==> config.mk <==
export PLATFORM = sky130hd
export DESIGN_NAME = uart_fmt_tx
export DESIGN_NICKNAME = d
export VERILOG_FILES = /design/src/rtl/uft_pkg.sv /design/src/rtl/uft_fmt_decode.sv /design/src/rtl/uft_hold.sv /design/src/rtl/uft_shift.sv /design/src/rtl/uart_fmt_tx.sv
export SDC_FILE = /design/constraint.sdc
export NUM_CORES = 1
export LEC_CHECK = 0
export BUFFER_PORTS_ARGS = -buffer_cell sky130_fd_sc_hd__buf_2
export CAP_MARGIN = 15
export CORE_MARGIN = 4
export CORE_UTILIZATION = 45
export CTS_CLUSTER_DIAMETER = 50
export CTS_CLUSTER_SIZE = 14
export DETAILED_ROUTE_END_ITERATION = 8
export PLACE_DENSITY = 0.65
export SLEW_MARGIN = 25
export SYNTH_ARGS = -nofsm -noshare
export SYNTH_HDL_FRONTEND = slang
export SYNTH_SLANG_ARGS = --single-unit
export TNS_END_PERCENT = 30
==> constraint.sdc <==
create_clock -name clk -period 5.9 [get_ports clk]
set_clock_uncertainty 0.15 [all_clocks]
set_input_delay 1.18 -clock clk [delete_from_list [all_inputs] [get_ports clk]]
set_output_delay 1.18 -clock clk [all_outputs]
set_load 0.02 [all_outputs]
==> src/rtl/uft_pkg.sv <==
package uft_pkg;
  localparam int UFT_NB_W = 4;

  typedef enum logic [2:0] {
    ST_IDLE, ST_START, ST_DATA, ST_PAR, ST_STOP
  } tx_state_e;

  typedef enum logic [1:0] {
    STOP_ONE, STOP_ONE_HALF, STOP_TWO
  } stop_len_e;

  typedef struct packed {
    logic [UFT_NB_W-1:0] nbits;
    logic                par_en;
    logic                par_bit;
    stop_len_e           stop;
  } frame_cfg_t;
endpackage

==> src/rtl/uft_fmt_decode.sv <==
module uft_fmt_decode
  import uft_pkg::*;
#(
  parameter int DW = 8
) (
  input  logic [1:0]    len_sel,
  input  logic          long_stop,
  input  logic          par_on,
  input  logic          par_even,
  input  logic          par_stuck,
  input  logic [DW-1:0] data,
  output frame_cfg_t    cfg
);
  localparam int MIN_BITS = DW - 3;

  logic [UFT_NB_W-1:0] nb;
  logic [DW-1:0]       masked;

  always_comb begin
    nb = UFT_NB_W'(MIN_BITS) + UFT_NB_W'(len_sel);
    for (int i = 0; i < DW; i++) begin
      masked[i] = data[i] & (UFT_NB_W'(i) < nb);
    end
    cfg.nbits  = nb;
    cfg.par_en = par_on;
    if (par_stuck) cfg.par_bit = ~par_even;
    else           cfg.par_bit = (^masked) ^ ~par_even;
    if (!long_stop)                         cfg.stop = STOP_ONE;
    else if (nb == UFT_NB_W'(MIN_BITS))     cfg.stop = STOP_ONE_HALF;
    else                                    cfg.stop = STOP_TWO;
  end
endmodule

==> src/rtl/uft_hold.sv <==
module uft_hold #(
  parameter int DW = 8
) (
  input  logic          clk,
  input  logic          rst,
  input  logic          wr_valid,
  input  logic [DW-1:0] wr_data,
  output logic          wr_ready,
  input  logic          take,
  output logic [DW-1:0] hold_data,
  output logic          hold_full
);
  always_ff @(posedge clk) begin
    if (rst) begin
      hold_full <= 1'b0;
      hold_data <= '0;
    end else if (wr_valid && !hold_full) begin
      hold_full <= 1'b1;
      hold_data <= wr_data;
    end else if (take) begin
      hold_full <= 1'b0;
    end
  end

  assign wr_ready = ~hold_full;
endmodule

==> src/rtl/uft_shift.sv <==
module uft_shift
  import uft_pkg::*;
#(
  parameter int DW = 8,
  parameter int OS = 16
) (
  input  logic          clk,
  input  logic          rst,
  input  logic          tick,
  input  logic          hold_full,
  input  logic [DW-1:0] hold_data,
  input  frame_cfg_t    cfg_in,
  output logic          take,
  output logic          line,
  output logic          busy
);
  localparam int CW = $clog2(2 * OS + 1);
  localparam logic [CW-1:0] LAST_BIT  = CW'(OS - 1);
  localparam logic [CW-1:0] LAST_ONE  = CW'(OS - 1);
  localparam logic [CW-1:0] LAST_HALF = CW'(OS + OS / 2 - 1);
  localparam logic [CW-1:0] LAST_TWO  = CW'(2 * OS - 1);

  tx_state_e           state;
  logic [CW-1:0]       cnt;
  logic [CW-1:0]       last;
  logic [DW-1:0]       sh;
  logic [UFT_NB_W-1:0] bidx;
  frame_cfg_t          cfg_q;
  logic                bit_end;

  always_comb begin
    last = LAST_BIT;
    if (state == ST_STOP) begin
      case (cfg_q.stop)
        STOP_ONE_HALF: last = LAST_HALF;
        STOP_TWO:      last = LAST_TWO;
        default:       last = LAST_ONE;
      endcase
    end
  end

  assign bit_end = tick && (cnt == last);
  assign take    = hold_full && ((state == ST_IDLE) || (state == ST_STOP && bit_end));

  always_ff @(posedge clk) begin
    if (rst) begin
      state <= ST_IDLE;
      cnt   <= '0;
      sh    <= '0;
      bidx  <= '0;
      cfg_q <= '0;
    end else if (take) begin
      state <= ST_START;
      cnt   <= '0;
      sh    <= hold_data;
      bidx  <= '0;
      cfg_q <= cfg_in;
    end else if (state != ST_IDLE && tick) begin
      if (bit_end) begin
        cnt <= '0;
        case (state)
          ST_START: state <= ST_DATA;
          ST_DATA: begin
            sh   <= sh >> 1;
            bidx <= bidx + 1'b1;
            if (bidx == cfg_q.nbits - 1'b1) state <= cfg_q.par_en ? ST_PAR : ST_STOP;
          end
          ST_PAR:  state <= ST_STOP;
          default: state <= ST_IDLE;
        endcase
      end else begin
        cnt <= cnt + 1'b1;
      end
    end
  end

  always_comb begin
    case (state)
      ST_START: line = 1'b0;
      ST_DATA:  line = sh[0];
      ST_PAR:   line = cfg_q.par_bit;
      default:  line = 1'b1;
    endcase
  end

  assign busy = (state != ST_IDLE);
endmodule

==> src/rtl/uart_fmt_tx.sv <==
module uart_fmt_tx
  import uft_pkg::*;
#(
  parameter int DW = 8,
  parameter int OS = 16
) (
  input  logic          clk,
  input  logic          rst,
  input  logic [6:0]    line_ctl,
  input  logic          tick16,
  input  logic          wr_valid,
  output logic          wr_ready,
  input  logic [DW-1:0] wr_data,
  output logic          txd,
  output logic          hold_empty,
  output logic          shift_empty
);
  logic          hold_full;
  logic [DW-1:0] hold_data;
  logic          take;
  logic          line;
  logic          busy;
  frame_cfg_t    cfg_next;

  uft_hold #(.DW(DW)) u_hold (
    .clk(clk), .rst(rst), .wr_valid(wr_valid), .wr_data(wr_data),
    .wr_ready(wr_ready), .take(take), .hold_data(hold_data), .hold_full(hold_full)
  );

  uft_fmt_decode #(.DW(DW)) u_dec (
    .len_sel(line_ctl[1:0]), .long_stop(line_ctl[2]), .par_on(line_ctl[3]),
    .par_even(line_ctl[4]), .par_stuck(line_ctl[5]), .data(hold_data), .cfg(cfg_next)
  );

  uft_shift #(.DW(DW), .OS(OS)) u_shift (
    .clk(clk), .rst(rst), .tick(tick16), .hold_full(hold_full), .hold_data(hold_data),
    .cfg_in(cfg_next), .take(take), .line(line), .busy(busy)
  );

  assign txd         = line & ~line_ctl[6];
  assign hold_empty  = ~hold_full;
  assign shift_empty = ~busy;
endmodule

After elaboration in Yosys (flattened, before gate mapping) --
Index checks and enable logic that the tools add are counted.
Storage, ports and cells: register bits 38, bits of input ports 19, output and inout port bits 4, word-level logic and storage cells 86
Cells by class: add/subtract/negate cells 4, $lt $le $gt $ge 8, equal/unequal tests 11, muxes and demuxes 19, bitwise operators 14, reductions and logical operators 19
Operator list (number):
- two-way mux 8 bit | 4
- < comparator 3 x 4 -> 1 bit (first input constant) | 4
- AND reduction 3 bit | 4
- case mux 5 bit (2 select lines) | 1
- bitwise AND 1 bit | 9
- case mux 3 bit (3 select lines) | 1
- < comparator 1 x 4 -> 1 bit (first input constant) | 2
- < comparator 2 x 4 -> 1 bit (first input constant) | 2
- nonzero test 2 bit | 4
- parity 8 bit | 1
- adder 6 x 1 -> 6 bit (second input constant) | 1
- == test 3 x 2 -> 1 bit (second input constant) | 2
- == test 6 x 5 -> 1 bit | 1
- two-way mux 1 bit | 6
- two-way mux 3 bit | 2
- two-way mux 6 bit | 1
- logical AND 1 bit | 5
- two-way mux 5 bit | 1
- adder 3 x 2 -> 4 bit (first input constant) | 1
- adder 4 x 1 -> 4 bit (second input constant) | 1
- == test 4 x 3 -> 1 bit (second input constant) | 1
- == test 4 bit | 1
- two-way mux 2 bit | 2
- inverter 1 bit | 4
- other kinds (14) | 14

Longest topological paths before layout --
depth after elaboration 10, depth in mapped cells 10

By module --
A second synthesis with hierarchy kept.
Unflattened totals: cells, all modules 245, area total of the unflattened synthesis 2168.3 um^2
By module, submodules not included:
- uft_shift | instances 1, cells each 180, area an instance 1575.3 um^2
- uft_hold | instances 1, cells each 40, area an instance 402.9 um^2
- uft_fmt_decode | instances 1, cells each 22, area an instance 168.9 um^2
- uart_fmt_tx | instances 1, cells each 3, area an instance 21.3 um^2

Worst setup path before layout --
OpenSTA, ideal clock, no wires.
kind input-to-reg, start point input tick16, end point register u_shift.cfg_q[2] (netlist name), setup time 0.073 ns, arrival time 2.707 ns, data required time 5.677 ns, slack 2.970 ns, cell stages on the path 8, path buffers 2, cells stage by stage and4b_1 > buf_4 > o211ai_2 > o31a_1 > or2_1 > buf_6 > or4_4 > o211ai_2
On the way: longest elaborated chain between the ends 4
RTL lines:
- from (decl) | RTL line uart_fmt_tx.sv:10 | input logic tick16,
- logical AND 1 bit | RTL line uft_shift.sv:42 | assign bit_end = tick && (cnt == last);
- logical AND 1 bit | RTL line uft_shift.sv:43 | assign take = hold_full && ((state == ST_IDLE) || (state == ST_STOP && bit_end));
- logical OR 1 bit | RTL line uft_shift.sv:43
- logical AND 1 bit | RTL line uft_shift.sv:43
- to (signal assigned) | RTL line uft_shift.sv:57 | cfg_q <= cfg_in;
- to (decl) | RTL line uft_shift.sv:28 | frame_cfg_t cfg_q;
Every way passes these cells. A chain may end at the register's enable or synchronous reset.

Worst setup path in the final report --
Same ends and word-level chain as after synthesis.

==> impl_metrics.yaml <==
outcome:
  outcome: "completed"
synthesis:
  postSynthRegisterBits: 38
  synthDominantAreaCellType: "dfxtp_1"
  synth_sequential_area_ratio: 0.377
  synth_async_sr_flop_share: 0
  synth-edff-count: 0
  mappedNetlistArea_um2: 2020
  ys.flop_type: "dfxtp_1"
  yosys-top-cells-area: "dfxtp_1 38%, nand2_1 6.5%, nor2_1 6.1%"
  post_synth_inst_count: 245
  synth_top_area_share: 0.377
  synth.avg_cell_area_um2: 8.24
  post_synth_num_cell_types: 39
  synth.yosys.warnings: 0
  syn_nets: 271
detailed_routing:
  tritonroute_pass_1_iters: 4
  drtIter0Drc: 141
  avgRoutedWirePerCell_um: 12.5
  final_antenna_net_count: 0
  detail_route.drc_violations: 0
  viasPerCell: 5.22
  dr_vias: 1619
  drt_wl_total_um: 3880
cts:
  cts_hold_buf: 0
  numCtsBuffers: 5
  skew_pair_late_insertion_delay_ps: 290
  cts.htree.levels: 2
  cts-resized-gates: 0
  cts.sink_count: 38
  clk_pin_slew_ps: 80
  cts_buffer_depth: 2
  root_buffer: "clkbuf_8"
  tritoncts: "built"
  number_of_buffers_added_for_setup_after_cts: 0
placement:
  globalplace.congestion: 0.754
  dp_slack_ps: 2640
  place.detailed.hpwl_um: 2750
  io_buffer_count: 22
timing:
  final.period_utilization: 0.502
  slew_viol_final: 0
  finalWorstPathRequiredPeriod_ps: 2960
  fmax_ghz: 0.338
  slew_of_the_pin_with_the_lowest_slew_margin_ps: 863
  finalSetupTns_ps: 0
  report.final.setup_viol: 0
  timing.max_slew.rel_slack: 0.423
  finalHoldViolations: 0
  setup_ws_ps: 2940
  rsz0062_at_grt: "no"
  fin_worst_hold_slack_ps: 307
finish:
  syn2layout_area_growth_pct: 9.05
  insertedDiodeCount: 0
  filler_cell_count: 444
  fin_nets: 283
  post_route_cells_drive_above_1_share: 0.140
hold_path:
  worst_hold_path.endpoint: "u_shift.cfg_q[1]$_SDFFE_PP0N_"
  holdCritStartpoint: "u_shift.cfg_q[1]$_SDFFE_PP0N_"
  hold_path_class: "reg -> reg"
  worst_hold_path.num_cells: 2
die:
  placement_rows: 24
  die_w_um: 75.0
  fp.dieArea_um2: 5620
  core_um2: 4350
  dieHeight_um: 75.0
  initial_utilization: 0.464
  io-pin-count: 23
critical_path:
  crit_top_cell: "o211ai_2"
  worstReg2RegEnd: "u_shift.sh[0]$_SDFFE_PP0P_"
  r2r-start: "u_shift.cfg_q[1]$_SDFFE_PP0N_"
  worstPathArrival_ps: 3030
  cp_cell_instances: "buf_2, and4b_1, o211ai_2, o31a_1, or2_1, or4_4, o211ai_2"
  setup.reg_to_reg.worst_slack_ps: 3250
  max_stage_delay_ps: 580
  r2r_cells: 8
  worstSetupStartpointType: "primary input"
  timing.critical_path.required_ps: 5970
  worst-setup-path-type: "in -> reg"
  path_max_fanout: 16
  cp_slowest_cell: "or4_4"
  worst_setup_path_end_kind: "flip-flop"
job:
  drv_cap: 0
power:
  p_leak_nw: 0.825
  pwr_density_cell_nw_per_um2: 254
  ir_worst_vdd_mv: 0.100
grt:
  grt_first_pass_wirelength_um: 6610
  grt_start_max_net_pins: 27
  grt.overflow.total: 0
  antenna_found_initial: 0
  gr-usage-all-layers: 0.152
  first_global_vias: 1525
power by group:
part / total, mW / switching (mW) / internal, mW
clock network: 0.188 / 0.0940 / 0.0940
logic: 0.0883 / 0.0496 / 0.0387
registers: 0.283 / 0.0123 / 0.271
worst max-delay path, delay by kind of cell:
kind | cells | cell delay [ps]
AO/OA/AOI/OAI | 3 | 470
buffers and inverters | 1 | 100
AND/OR/NAND/NOR | 3 | 1280
cells in the mapped netlist (all sizes together) (4+ instances only):
library cell	count
a21oi	14
a311oi	7
buf	10
clkbuf	7
dfxtp	38
ha	7
inv	8
mux2i	8
nand2	35
nand3	9
nand3b	4
nand4	4
nor2	34
nor2b	5
nor3	6
xnor2	14
xor2	8
area by class of cell:
class	instances	area [um^2]	area share
multi-input combinational	182	1140	0.518
inverter	8	30.0	0.0136
timing repair buffer	22	110	0.0500
clock inverter	2	12.5	0.00568
clock buffer	6	82.6	0.0375
tap	52	65.1	0.0295
sequential	38	761	0.345
sequential cells by signal, summed over array words and instances (netlist names):
| signal | count |
|---|---|
| u_shift.cnt | 6 |
| u_hold.hold_full | 1 |
| u_shift.bidx | 4 |
| u_shift.state | 3 |
| u_shift.sh | 8 |
| u_shift.cfg_q | 8 |
| u_hold.hold_data | 8 |
kinds of logic after synthesis:
| kind of cell | count (synthesis) | synth area share |
|---|---|---|
| XOR/XNOR | 22 | 0.0954 |
| flip-flops | 38 | 0.377 |
| AND/OR/NAND/NOR | 112 | 0.268 |
| AO/OA/AOI/OAI | 33 | 0.119 |
| buffers and inverters | 25 | 0.0582 |
| adder cells (fa/ha/maj) | 7 | 0.0434 |
| multiplexers | 8 | 0.0397 |
how the worst max path moves through the flow:
stage | from | end | slack (ps) | cells after the start
finish | tick16 | u_shift.cfg_q[2]$_SDFFE_PP0N_ | 2940 | 7
CTS | tick16 | u_shift.cnt[4]$_SDFFE_PP0P_ | 2940 | 7
floorplan | tick16 | u_shift.cfg_q[2]$_SDFFE_PP0N_ | 2970 | 8
global route | tick16 | u_shift.cnt[5]$_SDFFE_PP0P_ | 2820 | 7
global placement | tick16 | u_shift.cnt[3]$_SDFFE_PP0P_ | 2670 | 7
detailed placement | tick16 | u_shift.cnt[4]$_SDFFE_PP0P_ | 2640 | 7
stage by stage:
step                      cells  utilization  power [mW]  area (um^2)
after floorplan             245            -       0.359         2020
after global placement      302        0.484       0.377         2110
after detailed placement    302        0.484       0.378         2110
after CTS                   310        0.506       0.567         2200
after global routing        310        0.506       0.587         2200
final                       310        0.506       0.559         2200
cells in the final DEF, fill, tap and decap left out, drive strengths merged, types with 8 or more instances in the layout:
| cell type | netlist | routed |
|---|---|---|
| inv | 8 | 8 |
| buf | 10 | 22 |
| nor2 | 34 | 34 |
| xnor2 | 14 | 14 |
| nand3 | 9 | 9 |
| xor2 | 8 | 8 |
| nand2 | 35 | 35 |
| dfxtp | 38 | 38 |
| a21oi | 14 | 14 |
| mux2i | 8 | 8 |
layer usage:
layer / vias to the layer above / share of wire / wire length, um / global-route usage
met5: - / 0 / 0 / 0
met1: 723 / 0.49 / 1890 / 0.209
met3: 8 / 0.054 / 210 / 0.0360
li1: 852 / - / - / -
met4: 0 / 0.017 / 65 / 0.0534
met2: 36 / 0.44 / 1720 / 0.233
No activity file was read; power rests on OpenSTA's default activity.
